--- src/rtl/ddrmon_pkg.sv ---
`timescale 1ns/1ps
package ddrmon_pkg;

  typedef enum logic [2:0] {
    CMD_NOP = 3'd0,
    CMD_ACT = 3'd1,
    CMD_RD  = 3'd2,
    CMD_WR  = 3'd3,
    CMD_PRE = 3'd4,
    CMD_REF = 3'd5,
    CMD_LMR = 3'd6,
    CMD_RSV = 3'd7
  } cmd_e;

  // Listed in reporting priority order, highest first
  typedef enum logic [3:0] {
    VC_NONE = 4'd0,
    VC_MRD  = 4'd1,
    VC_RFC  = 4'd2,
    VC_RP   = 4'd3,
    VC_RC   = 4'd4,
    VC_RRD  = 4'd5,
    VC_RCD  = 4'd6,
    VC_RAS  = 4'd7,
    VC_WR   = 4'd8
  } vcode_e;

  localparam int BURST_W = 3;

  // Data cycles of one burst; 0 marks an unsupported field code
  function automatic logic [BURST_W-1:0] burst_cycles(input logic [2:0] fld);
    case (fld)
      3'b001:  burst_cycles = 3'd1;
      3'b010:  burst_cycles = 3'd2;
      3'b011:  burst_cycles = 3'd4;
      default: burst_cycles = 3'd0;
    endcase
  endfunction

  function automatic logic cas_supported(input logic [2:0] fld);
    cas_supported = (fld == 3'b010) || (fld == 3'b011) || (fld == 3'b100);
  endfunction

endpackage

--- src/rtl/ddrmon_dncnt.sv ---
`timescale 1ns/1ps
module ddrmon_dncnt #(
  parameter int W = 4
) (
  input  logic         clk,
  input  logic         rst,
  input  logic         load,
  input  logic [W-1:0] ld_val,
  output logic         busy
);

  logic [W-1:0] cnt;

  always_ff @(posedge clk) begin
    if (rst)              cnt <= '0;
    else if (load)        cnt <= ld_val;
    else if (cnt != '0)   cnt <= cnt - 1'b1;
  end

  assign busy = (cnt != '0);

  AST_CNT_DRAINS: assert property (@(posedge clk) disable iff (rst)
    (!load && busy) |=> (cnt == $past(cnt) - 1'b1));

endmodule

--- src/rtl/ddrmon_mode_reg.sv ---
`timescale 1ns/1ps
module ddrmon_mode_reg
  import ddrmon_pkg::*;
#(
  parameter int MODE_W = 13
) (
  input  logic               clk,
  input  logic               rst,
  input  logic               lmr,
  input  logic [MODE_W-1:0]  mode_val,
  output logic [BURST_W-1:0] bl_cyc,
  output logic               cfg_err
);

  logic [BURST_W-1:0] new_cyc;
  logic               mode_ok;

  assign new_cyc = burst_cycles(mode_val[2:0]);
  assign mode_ok = (new_cyc != '0) && cas_supported(mode_val[6:4]);

  always_ff @(posedge clk) begin
    if (rst) begin
      bl_cyc  <= BURST_W'(1);
      cfg_err <= 1'b0;
    end else begin
      cfg_err <= lmr && !mode_ok;
      if (lmr && mode_ok) bl_cyc <= new_cyc;
    end
  end

  AST_BL_LEGAL: assert property (@(posedge clk) disable iff (rst)
    (bl_cyc == 3'd1) || (bl_cyc == 3'd2) || (bl_cyc == 3'd4));

  AST_BAD_MODE_KEEPS: assert property (@(posedge clk) disable iff (rst)
    cfg_err |-> $stable(bl_cyc));

endmodule

--- src/rtl/ddrmon_global_timer.sv ---
`timescale 1ns/1ps
module ddrmon_global_timer #(
  parameter int T_MRD  = 2,
  parameter int T_RFC  = 12,
  parameter int T_RRD  = 2,
  parameter int BANK_W = 2
) (
  input  logic              clk,
  input  logic              rst,
  input  logic              lmr,
  input  logic              refr,
  input  logic              act,
  input  logic [BANK_W-1:0] bank,
  output logic              mrd_busy,
  output logic              rfc_busy,
  output logic              rrd_busy,
  output logic [BANK_W-1:0] last_bank
);

  localparam int MRD_W = $clog2(T_MRD + 1);
  localparam int RFC_W = $clog2(T_RFC + 1);
  localparam int RRD_W = $clog2(T_RRD + 1);

  ddrmon_dncnt #(.W(MRD_W)) u_mrd (
    .clk(clk), .rst(rst), .load(lmr), .ld_val(MRD_W'(T_MRD - 1)), .busy(mrd_busy));

  ddrmon_dncnt #(.W(RFC_W)) u_rfc (
    .clk(clk), .rst(rst), .load(refr), .ld_val(RFC_W'(T_RFC - 1)), .busy(rfc_busy));

  ddrmon_dncnt #(.W(RRD_W)) u_rrd (
    .clk(clk), .rst(rst), .load(act), .ld_val(RRD_W'(T_RRD - 1)), .busy(rrd_busy));

  always_ff @(posedge clk) begin
    if (rst)      last_bank <= '0;
    else if (act) last_bank <= bank;
  end

  AST_REF_ARMS: assert property (@(posedge clk) disable iff (rst)
    refr |=> rfc_busy);

  AST_LMR_ARMS: assert property (@(posedge clk) disable iff (rst)
    lmr |=> mrd_busy);

endmodule

--- src/rtl/ddrmon_bank_timer.sv ---
`timescale 1ns/1ps
module ddrmon_bank_timer
  import ddrmon_pkg::*;
#(
  parameter int T_RP     = 4,
  parameter int T_RCD_RD = 4,
  parameter int T_RCD_WR = 2,
  parameter int T_RAS    = 8,
  parameter int T_RC     = 12,
  parameter int T_WR     = 2
) (
  input  logic               clk,
  input  logic               rst,
  input  logic               act,
  input  logic               wr,
  input  logic               pre,
  input  logic [BURST_W-1:0] bl_cyc,
  output logic               rp_busy,
  output logic               rcdr_busy,
  output logic               rcdw_busy,
  output logic               ras_busy,
  output logic               rc_busy,
  output logic               wr_busy
);

  localparam int RP_W   = $clog2(T_RP + 1);
  localparam int RCDR_W = $clog2(T_RCD_RD + 1);
  localparam int RCDW_W = $clog2(T_RCD_WR + 1);
  localparam int RAS_W  = $clog2(T_RAS + 1);
  localparam int RC_W   = $clog2(T_RC + 1);
  localparam int WR_W   = $clog2(T_WR + 1);

  logic [BURST_W-1:0] burst_left;
  logic               burst_last;
  logic               rec_busy;

  ddrmon_dncnt #(.W(RP_W)) u_rp (
    .clk(clk), .rst(rst), .load(pre), .ld_val(RP_W'(T_RP - 1)), .busy(rp_busy));

  ddrmon_dncnt #(.W(RCDR_W)) u_rcdr (
    .clk(clk), .rst(rst), .load(act), .ld_val(RCDR_W'(T_RCD_RD - 1)), .busy(rcdr_busy));

  ddrmon_dncnt #(.W(RCDW_W)) u_rcdw (
    .clk(clk), .rst(rst), .load(act), .ld_val(RCDW_W'(T_RCD_WR - 1)), .busy(rcdw_busy));

  ddrmon_dncnt #(.W(RAS_W)) u_ras (
    .clk(clk), .rst(rst), .load(act), .ld_val(RAS_W'(T_RAS - 1)), .busy(ras_busy));

  ddrmon_dncnt #(.W(RC_W)) u_rc (
    .clk(clk), .rst(rst), .load(act), .ld_val(RC_W'(T_RC - 1)), .busy(rc_busy));

  // Data cycles still to come for the latest write burst
  always_ff @(posedge clk) begin
    if (rst)                    burst_left <= '0;
    else if (wr)                burst_left <= bl_cyc;
    else if (burst_left != '0)  burst_left <= burst_left - 1'b1;
  end

  // Recovery window opens on the final data cycle, not on the command
  assign burst_last = (burst_left == BURST_W'(1)) && !wr;

  ddrmon_dncnt #(.W(WR_W)) u_wrrec (
    .clk(clk), .rst(rst), .load(burst_last), .ld_val(WR_W'(T_WR - 1)), .busy(rec_busy));

  assign wr_busy = (burst_left != '0) || rec_busy;

  AST_ACT_ARMS: assert property (@(posedge clk) disable iff (rst)
    act |=> (ras_busy && rc_busy));

  AST_WR_ARMS: assert property (@(posedge clk) disable iff (rst)
    wr |=> wr_busy);

  AST_PRE_ARMS: assert property (@(posedge clk) disable iff (rst)
    pre |=> rp_busy);

endmodule

--- src/rtl/ddr_cmd_timing_mon.sv ---
`timescale 1ns/1ps
module ddr_cmd_timing_mon
  import ddrmon_pkg::*;
#(
  parameter int BANKS    = 4,
  parameter int MODE_W   = 13,
  parameter int T_MRD    = 2,
  parameter int T_RFC    = 12,
  parameter int T_RP     = 4,
  parameter int T_RRD    = 2,
  parameter int T_RCD_RD = 4,
  parameter int T_RCD_WR = 2,
  parameter int T_RAS    = 8,
  parameter int T_RC     = 12,
  parameter int T_WR     = 2,
  localparam int BANK_W  = $clog2(BANKS)
) (
  input  logic              clk,
  input  logic              rst,
  input  logic [2:0]        cmd,
  input  logic [BANK_W-1:0] bank,
  input  logic [MODE_W-1:0] mode_val,
  output logic              viol_pulse,
  output logic [3:0]        viol_code,
  output logic              cfg_err,
  output logic              err_sticky
);

  cmd_e c;
  logic is_act, is_rd, is_wr, is_pre, is_ref, is_lmr, is_any, is_banked;

  assign c         = cmd_e'(cmd);
  assign is_act    = (c == CMD_ACT);
  assign is_rd     = (c == CMD_RD);
  assign is_wr     = (c == CMD_WR);
  assign is_pre    = (c == CMD_PRE);
  assign is_ref    = (c == CMD_REF);
  assign is_lmr    = (c == CMD_LMR);
  assign is_banked = is_act || is_rd || is_wr || is_pre;
  assign is_any    = is_banked || is_ref || is_lmr;

  logic [BURST_W-1:0] bl_cyc;
  logic               mrd_busy, rfc_busy, rrd_busy;
  logic [BANK_W-1:0]  last_bank;
  logic [BANKS-1:0]   rp_b, rcdr_b, rcdw_b, ras_b, rc_b, wr_b;

  ddrmon_mode_reg #(.MODE_W(MODE_W)) u_mode (
    .clk(clk), .rst(rst), .lmr(is_lmr), .mode_val(mode_val),
    .bl_cyc(bl_cyc), .cfg_err(cfg_err));

  ddrmon_global_timer #(
    .T_MRD(T_MRD), .T_RFC(T_RFC), .T_RRD(T_RRD), .BANK_W(BANK_W)
  ) u_glob (
    .clk(clk), .rst(rst), .lmr(is_lmr), .refr(is_ref), .act(is_act), .bank(bank),
    .mrd_busy(mrd_busy), .rfc_busy(rfc_busy), .rrd_busy(rrd_busy), .last_bank(last_bank));

  for (genvar g = 0; g < BANKS; g++) begin : g_bank
    logic hit;
    assign hit = (bank == BANK_W'(g));
    ddrmon_bank_timer #(
      .T_RP(T_RP), .T_RCD_RD(T_RCD_RD), .T_RCD_WR(T_RCD_WR),
      .T_RAS(T_RAS), .T_RC(T_RC), .T_WR(T_WR)
    ) u_bt (
      .clk(clk), .rst(rst),
      .act(is_act && hit), .wr(is_wr && hit), .pre(is_pre && hit),
      .bl_cyc(bl_cyc),
      .rp_busy(rp_b[g]), .rcdr_busy(rcdr_b[g]), .rcdw_busy(rcdw_b[g]),
      .ras_busy(ras_b[g]), .rc_busy(rc_b[g]), .wr_busy(wr_b[g]));
  end

  vcode_e nxt;

  always_comb begin
    if (is_any && mrd_busy)                                   nxt = VC_MRD;
    else if (is_any && rfc_busy)                              nxt = VC_RFC;
    else if (is_banked && rp_b[bank])                         nxt = VC_RP;
    else if (is_act && rc_b[bank])                            nxt = VC_RC;
    else if (is_act && rrd_busy && (bank != last_bank))       nxt = VC_RRD;
    else if ((is_rd && rcdr_b[bank]) || (is_wr && rcdw_b[bank])) nxt = VC_RCD;
    else if (is_pre && ras_b[bank])                           nxt = VC_RAS;
    else if (is_pre && wr_b[bank])                            nxt = VC_WR;
    else                                                      nxt = VC_NONE;
  end

  always_ff @(posedge clk) begin
    if (rst) begin
      viol_pulse <= 1'b0;
      viol_code  <= VC_NONE;
      err_sticky <= 1'b0;
    end else begin
      viol_pulse <= (nxt != VC_NONE);
      viol_code  <= nxt;
      err_sticky <= err_sticky || viol_pulse || cfg_err;
    end
  end

  AST_VIOL_NEEDS_CMD: assert property (@(posedge clk) disable iff (rst)
    viol_pulse |-> ($past(cmd) != 3'd0) && ($past(cmd) != 3'd7));

  AST_STICKY_SET: assert property (@(posedge clk) disable iff (rst)
    (viol_pulse || cfg_err) |=> err_sticky);

  AST_STICKY_HOLD: assert property (@(posedge clk) disable iff (rst)
    err_sticky |=> err_sticky);

  AST_MRD_FIRST: assert property (@(posedge clk) disable iff (rst)
    (is_any && mrd_busy) |=> (viol_code == 4'd1));

endmodule

--- config.mk ---
export PLATFORM = sky130hd
export DESIGN_NAME = ddr_cmd_timing_mon
export DESIGN_NICKNAME = d
export VERILOG_FILES = /design/src/rtl/ddrmon_pkg.sv /design/src/rtl/ddrmon_dncnt.sv /design/src/rtl/ddrmon_mode_reg.sv /design/src/rtl/ddrmon_global_timer.sv /design/src/rtl/ddrmon_bank_timer.sv /design/src/rtl/ddr_cmd_timing_mon.sv
export SDC_FILE = /design/constraint.sdc
export NUM_CORES = 1
export LEC_CHECK = 0
export BUFFER_PORTS_ARGS = -buffer_cell sky130_fd_sc_hd__buf_2
export CORE_ASPECT_RATIO = 0.75
export CORE_MARGIN = 1.5
export CORE_UTILIZATION = 55
export DETAILED_ROUTE_END_ITERATION = 8
export PLACE_DENSITY = 0.76
export SETUP_SLACK_MARGIN = 0.2
export SKIP_LAST_GASP = 1
export SYNTH_ARGS = -nofsm -noshare
export SYNTH_HDL_FRONTEND = slang
export SYNTH_SLANG_ARGS = --single-unit
--- constraint.sdc ---
create_clock -name clk -period 2 [get_ports clk]
set_input_delay 0.1 -clock clk [delete_from_list [all_inputs] [get_ports clk]]
set_output_delay 0.1 -clock clk [all_outputs]
set_load 0.005 [all_outputs]
==> results of run 1 <==
layer usage:
metal	vias to the layer above	wire length [um]
li1	2215	-
met1	2125	5230
met2	102	5930
met3	15	562
met4	0	170
met5	-	0
power breakdown:
part	internal [mW]	leakage [nW]	switching, mW
Clock	1.13	0.160	0.756
Sequential	2.75	0.860	0.423
Combinational	2.33	1.54	2.22
Total	6.21	2.56	3.40
state kept, by name (all words and copies together) (netlist names), 2 cells and up:
register and flops:
u_glob.u_mrd.cnt 2, u_glob.last_bank 2, g_bank.u_bt.u_rcdr.cnt 12, g_bank.u_bt.u_ras.cnt 16, g_bank.u_bt.u_wrrec.cnt 8, g_bank.u_bt.burst_left 12, u_mode.bl_cyc 3, viol_code 4
g_bank.u_bt.u_rcdw.cnt 8, g_bank.u_bt.u_rp.cnt 12, g_bank.u_bt.u_rc.cnt 16, u_glob.u_rrd.cnt 2, u_glob.u_rfc.cnt 4
kinds of logic after synthesis:
family	Yosys count
buf+inv	75
simple gates	202
mux	23
xor+xnor	29
compound gates	138
flops	104
fa+ha+maj	42
critical path: stages, from the launching register on:
cell and delay (ns):
dfxtp_1 0.35, or4_1 0.63, o311ai_2 0.38, a311oi_2 0.17, or3_1 0.40
metrics by stage:
| stage | setup TNS (ns) | cells | setup slack, ns | cell area [sq um] | power (mW) |
|---|---|---|---|---|---|
| global route | -0.0695 | 795 | -0.0695 | 6230 | 10.3 |
| detailed placement | -0.0875 | 763 | -0.0875 | 5660 | 7.25 |
| finish | -0.0362 | 795 | -0.0362 | 6230 | 9.60 |
| global placement | -0.00388 | 763 | -0.00388 | 5660 | 6.90 |
| CTS | 0 | 791 | 0.0365 | 6140 | 9.41 |
| floorplan | 0 | 613 | 0.120 | 5310 | 6.21 |
worst paths after layout:
path | end | cells past startpoint | slack (ns)
setup / recovery | viol_pulse$_SDFF_PP0_ | 4 | -0.04
hold / removal | u_mode.bl_cyc[0]$_SDFFE_PP1P_ | 2 | 0.04
setup reg to reg | viol_pulse$_SDFF_PP0_ | 4 | -0.04
hold reg to reg | err_sticky$_SDFF_PP0_ | 2 | 0.47
what timing repair did:
| item | CTS | global route |
|---|---|---|
| buffers inserted | 12 | 4 |
| endpoints found under the setup margin | 5 | 5 |
| gates resized for setup | 21 | 16 |
| pin swaps | 10 | 5 |
| endpoints found under the hold margin | 0 | 0 |
| gates cloned | 0 | 0 |
area by class of cell:
| cell class | instances | share of cell area (%) |
|---|---|---|
| multi-input combinational | 434 | 48.7 |
| sequential | 104 | 33.6 |
| timing repair buffer | 58 | 6.60 |
| clock buffer | 11 | 3.89 |
| inverter | 55 | 3.31 |
| tap | 128 | 2.57 |
| clock inverter | 5 | 1.26 |
cells in the final DEF, fill, tap and decap left out, types with 3 or more instances in the layout:
| cell | Yosys | routed |
|---|---|---|
| or2_2 | 3 | 3 |
| buf_6 | 1 | 3 |
| clkbuf_16 | 0 | 9 |
| nand3b_1 | 6 | 6 |
| a31oi_1 | 8 | 8 |
| dfxtp_2 | 0 | 12 |
| o211ai_1 | 3 | 3 |
| a21oi_1 | 72 | 72 |
| inv_1 | 55 | 46 |
| a211oi_1 | 8 | 8 |
| o31ai_1 | 4 | 4 |
| nor2_1 | 51 | 51 |
| xor2_1 | 8 | 8 |
| nor3b_1 | 9 | 7 |
| or3_1 | 6 | 6 |
| or3b_4 | 0 | 3 |
| ha_1 | 42 | 33 |
| nor3b_2 | 1 | 3 |
| xnor2_1 | 21 | 21 |
| buf_2 | 3 | 19 |
| nand2_1 | 48 | 48 |
| nor2b_1 | 8 | 8 |
| nand3_1 | 7 | 6 |
| nor3_1 | 25 | 25 |
| mux2i_1 | 14 | 14 |
| buf_4 | 1 | 35 |
| mux2_2 | 8 | 8 |
| o21ai_0 | 20 | 20 |
| dfxtp_1 | 104 | 92 |
| inv_2 | 0 | 9 |
| ha_4 | 0 | 5 |
| nand2b_1 | 16 | 16 |
| ha_2 | 0 | 4 |
==> qor.csv, run 1 <==
stage;metric;value;unit
critical_path;path_class;reg2reg;
synthesis;synth_fa_ha_area_share;9.96;%
critical_path;arrival;2.26;ns
sta;rsz0062_at_grt;yes;
synthesis;synth.top_cells.by_count;dfxtp_1 (104), a21oi_1 (72), inv_1 (55);
sta;fin_ws;-0.0362;ns
cts;numCtsBuffers;9;
global_route;antenna_found_initial;0;
placement;portBuffers;19;
synthesis;syn_area_per_cell;8.61;sq um
synthesis;syn-num-nets;675;
finish;drive_above_1_share;20.1;%
synthesis;synth_top_family_by_area;simple AND/OR/NAND/NOR gates;
synthesis;yosysWarnings;0;
sta;maxSlewHeadroom;63.6;%
synthesis;synth_top_area_cell;dfxtp_1;
drt;wl_per_cell;15.0;um
floorplanning;core_region_area;9200;sq um
global_route;grt_pass1_wl;19400;um
critical_path;cp_data_required_time;2.23;ns
synthesis;synth-seq-area-share;39.5;%
global_route;grt_pass1_vias;4299;
drt;drt_pass1_iterations;5;
global_route;grt_use_met3;4.84;%
synthesis;yosysMostFrequentCell;dfxtp_1;
floorplanning;die-height;87.8;um
run_status;outcome;finished, violations left;
sta;drv_slew;0;
synthesis;synth_top_flop_cell;dfxtp_1;
sta;finalHoldWorstSlack;0.0375;ns
floorplanning;fp-row-count;30;
sta;worstMarginPinSlew;0.545;ns
synthesis;syn_inst;613;
critical_path;rr_startpoint;g_bank[0].u_bt.u_rc.cnt[0]$_SDFFE_PP0P_;
placement;gp_congestion;0.860;
synthesis;synth.top_cell.area_share;39.5;%
finish;fin_nets;724;
power;p_per_area;1540;nW/um^2
finish;antennaDiodeCount;0;
sta;skew;0.00483;ns
cts;clkTransAtPathRegs;0.07;ns
synthesis;synth_edf_count;0;
critical_path;startpoint_type;flop;
cts;clk_latency;0.35;ns
global_route;overflow;0;
sta;setup_viol;1;
synthesis;synth_area;5280;sq um
finish;multiInputGateArea;3040;sq um
run_status;violations;setup timing;
cts;root_buffer;clkbuf_16;
synthesis;yosys.cell_types.count;61;
critical_path;crit_fanout;6;
global_route;grt-busiest-layer;met2;
placement;hpwl;8150;um
cts;cts_hold_repair.buffers;0;
finish;final_core_util;67.8;%
cts;cts_tree;done;
critical_path;crit_start;g_bank[0].u_bt.u_rc.cnt[0]$_SDFFE_PP0P_;
power;leakagePower;2.56;nW
finish;regArea;2100;sq um
sta;max_freq;491;MHz
finish;area_growth;18.1;%
synthesis;async_reset_ff_share;0;%
synthesis;synth.ff_latch_count;104;
cts;cts_max_path_buffers;2;
critical_path;crit_path_end_kind;flop;
cts;clkSinkCount;104;
drt;drc;0;
global_route;grt_max_degree;74;
flow_run;max_cap_violations;0;
sta;fin_crit;2.04;ns
global_route;grt_use_total;24.2;%
synthesis;synth-simple-area-share;19.7;%
global_route;use_met1;29.0;%
floorplanning;initial_core_util;57.4;%
cts;htreeDepth;3;
power;peakVddDrop;795;uV
floorplanning;die_w;116;um
drt;detail-route-antenna-nets;0;
finish;n_fill_cell;725;
worst_hold_path;hold_class;in2reg;
global_route;grtUsageMet2;44.2;%
synthesis;synth-compound-area-share;15.7;%
synthesis;synth_mux_area_share;4.79;%
synthesis;synth_xor_area_share;4.81;%
sta;final_hold_viol_count;0;
drt;dr_total_vias;4457;
synthesis;ys_top_cells_by_area;dfxtp_1 (39%), ha_1 (10%), a21oi_1 (6.8%);
floorplanning;pin_count;27;
drt;wl;11900;um
worst_hold_path;holdCritStartpoint;mode_val[0];
drt;drtIter0Drc;316;
sta;period_share;102;%
floorplanning;dieArea;10200;sq um
drt;routed_via_density;5.61;
Power figures use the tool's default switching activity.
==> inputs of run 2 (changes only) <==
Settings changed: CORE_UTILIZATION 55 to 34, GPL_ROUTABILITY_DRIVEN set to 0, PLACE_DENSITY 0.76 to unset.
==> run 2 against run 1 <==
  * The run now ends clean
  * Die area is 60% higher
  * Clock-buffer cell count is 2 lower
  * Sequential power hardly changed
  * Flip-flop and latch count stayed put
  * Largest cell class unchanged
  * Setup slack better by 0.071 ns
==> qor.csv, run 2 (synthesis gave the netlist of run 1 again) <==
stage;metric;value;unit;change
global_route;overflow;0;;unchanged
worst_hold_path;hold_class;in2reg;;unchanged
sta;fin_crit;1.97;ns;was 2.04 ns
power;peakVddDrop;502;uV;was 795 uV
drt;drc;0;;unchanged
drt;routed_via_density;4.98;;was 5.61
floorplanning;die-height;111;um;was 87.8 um
critical_path;r2r_end;viol_pulse$_SDFF_PP0_;;unchanged
critical_path;crit_path_end_kind;flop;;unchanged
global_route;grt_use_total;14.7;%;was 24.2%
critical_path;cp_slowest_cell;or3_1;;was or4_1
finish;area_growth;19.9;%;was 18.1%
finish;n_fill_cell;1474;;was 725
critical_path;startpoint_type;flop;;unchanged
cts;numCtsBuffers;9;;unchanged
floorplanning;fp-row-count;39;;was 30
finish;reg.largest.list;g_bank.u_bt.u_ras.cnt x16, g_bank.u_bt.u_rc.cnt x16;;unchanged
floorplanning;pin_count;27;;unchanged
power;p_sw;3.42;mW;was 3.40 mW
power;intPower;6.02;mW;was 6.21 mW
finish;final_cell_mix;dfxtp_1 (89), a21oi_1 (72), nor2_1 (51);;was dfxtp_1 (92), a21oi_1 (72), nor2_1 (51)
critical_path;path_buf_inv;1;;was 0
drt;dr_total_vias;4331;;was 4457
sta;setup_viol;0;;was 1
drt;wl_per_cell;13.4;um;was 15.0 um
critical_path;path_depth;7;;was 4
global_route;grt_pass1_vias;4164;;was 4299
floorplanning;initial_core_util;34.8;%;was 57.4%
sta;fin_ws;0.0348;ns;was -0.0362 ns
cts;htreeDepth;3;;unchanged
floorplanning;dieArea;16300;sq um;was 10200 sq um
finish;fin_nets;722;;was 724
cts;clk_latency;0.35;ns;about the same
floorplanning;core_region_area;15200;sq um;was 9200 sq um
drt;detail-route-antenna-nets;0;;unchanged
critical_path;crit_fanout;3;;was 6
critical_path;cp_cell_sequence;inv_2, ha_4, or3b_4, o22a_1, a31oi_4, a311oi_2, or3_1;;was or4_1, o311ai_2, a311oi_2, or3_1
power;leakagePower;2.54;nW;was 2.56 nW
finish;antennaDiodeCount;0;;unchanged
power;power_frac_comb;47.0;%;was 47.3%
sta;final_hold_viol_count;0;;unchanged
critical_path;crit_start;g_bank[2].u_bt.u_ras.cnt[0]$_SDFFE_PP0P_;;was g_bank[0].u_bt.u_rc.cnt[0]$_SDFFE_PP0P_
finish;final_common_cell;dfxtp_1;;unchanged
sta;drv_slew;0;;unchanged
critical_path;rrSetupSlack;0.03;ns;was -0.04 ns
critical_path;max_stage_delay;0.38;ns;was 0.63 ns
critical_path;cp_data_required_time;2.24;ns;was 2.23 ns
cts;cts_tree;done;;unchanged
run_status;outcome;completed;;was finished, violations left
sta;finalHoldWorstSlack;0.0525;ns;was 0.0375 ns
sta;max_freq;509;MHz;was 491 MHz
floorplanning;die_w;147;um;was 116 um
placement;post-place-ws;-0.0298;ns;was -0.0875 ns
sta;worstMarginPinSlew;0.473;ns;was 0.545 ns
global_route;grt_pass1_wl;19600;um;was 19400 um
finish;drive_above_1_share;20.9;%;was 20.1%
critical_path;r2r_cells;7;;was 4
placement;hpwl;8320;um;was 8150 um
placement;portBuffers;19;;unchanged
drt;wl;11700;um;was 11900 um
cts;cts_max_path_buffers;2;;unchanged
drt;drtIter0Drc;259;;was 316
cts;root_buffer;clkbuf_16;;unchanged
cts;clkSinkCount;104;;unchanged
critical_path;crit_family;simple AND/OR/NAND/NOR gates;;unchanged
sta;skew;0.0101;ns;was 0.00483 ns
drt;drt_pass1_iterations;4;;was 5
global_route;antenna_found_initial;0;;unchanged
cts;clkTransAtPathRegs;0.08;ns;was 0.07 ns
power;swShare;36.2;%;was 35.4%
power;p_seq_share;33.4;%;was 33.0%
global_route;grt_max_degree;47;;was 74
critical_path;rr_startpoint;g_bank[2].u_bt.u_ras.cnt[0]$_SDFFE_PP0P_;;was g_bank[0].u_bt.u_rc.cnt[0]$_SDFFE_PP0P_
sta;fin_setup_tns;0;ns;was -0.0362 ns
power;clkPwrFrac;19.5;%;was 19.7%
placement;dpl-instance-area;5740;sq um;was 5660 sq um
flow_run;max_cap_violations;0;;unchanged
sta;period_share;98.3;%;was 102%
critical_path;path_class;reg2reg;;unchanged
finish;final_area;6330;sq um;was 6230 sq um
power;p_per_area;1490;nW/um^2;was 1540 nW/um^2
critical_path;arrival;2.20;ns;was 2.26 ns
sta;rsz0062_at_grt;yes;;unchanged
sta;maxSlewHeadroom;68.5;%;was 63.6%
cts;cts_hold_repair.buffers;0;;unchanged
critical_path;endpoint;viol_pulse$_SDFF_PP0_;;unchanged
==> run 2: cell types whose count changed in the layout (fill, tap and decap cells not counted), sizes merged <==
cell	before	now
inv	56	59
buf	58	56
clkbuf	11	9
bufinv	2	1
clkinv	2	1
clkinvlp	0	1
==> run 2: worst reg2reg max path, cell delays in order, from the launching register on <==
cell and delay, ns:
dfxtp_2 0.33, inv_2 0.06, ha_4 0.12, or3b_4 0.37, o22a_1 0.26, a31oi_4 0.20, a311oi_2 0.13, or3_1 0.38
==> run 2: how the worst min path moves through the flow <==
stage / slack (ns) / endpoint / start / cells after the start
after floorplan: 0.25 / u_mode.bl_cyc[0]$_SDFFE_PP1P_ / mode_val[0] / 1
after global placement: 0.39 / g_bank[2].u_bt.u_rp.cnt[0]$_SDFFE_PP0P_ / rst / 2
after detailed placement: 0.40 / g_bank[2].u_bt.u_rp.cnt[1]$_SDFFE_PP0P_ / rst / 2
after CTS: 0.05 / u_mode.bl_cyc[0]$_SDFFE_PP1P_ / mode_val[0] / 2
after global routing: 0.06 / u_mode.bl_cyc[0]$_SDFFE_PP1P_ / mode_val[0] / 2
final: 0.05 / u_mode.bl_cyc[0]$_SDFFE_PP1P_ / mode_val[0] / 2
==> run 2: area by class of cell <==
cell class,count,area (sq um),share of cell area [%]
tap,205,256,4.05
timing repair buffer,56,373,5.89
sequential,104,2100,33.2
clock buffer,9,225,3.56
clock inverter,7,83.8,1.32
multi-input combinational,434,3080,48.7
inverter,55,206,3.26
==> run 2: power by group through the flow <==
stage / sequential (mW) / clock (mW) / combinational (mW)
floorplan: 3.09 / 0 / 3.12
global placement: 3.14 / 0 / 3.75
detailed placement: 3.18 / 0 / 4.00
CTS: 3.13 / 1.88 / 4.19
global route: 3.24 / 1.96 / 5.09
finish: 3.16 / 1.84 / 4.44
==> run 2: timing repair <==
action,CTS,global route
endpoints found under the setup margin,4,5
setup buffers,6,9
pin swaps,8,12
resized for setup,18,25
==> run 2: stage by stage <==
stage / util, % / instances / power (mW)
global placement: 37.8 / 839 / 6.88
floorplan: - / 613 / 6.21
finish: 41.7 / 870 / 9.44
detailed placement: 37.8 / 839 / 7.18
CTS: 40.6 / 861 / 9.21
global route: 41.7 / 870 / 10.3
==> run 2: metal layers <==
layer / global-route usage (%) / vias to the layer above / part of all wire (%)
li1: - / 2204 / -
met1: 20.1 / 2047 / 49
met2: 23.2 / 64 / 45
met3: 3.21 / 16 / 4.2
met4: 4.51 / 0 / 1.6
met5: 0 / - / 0
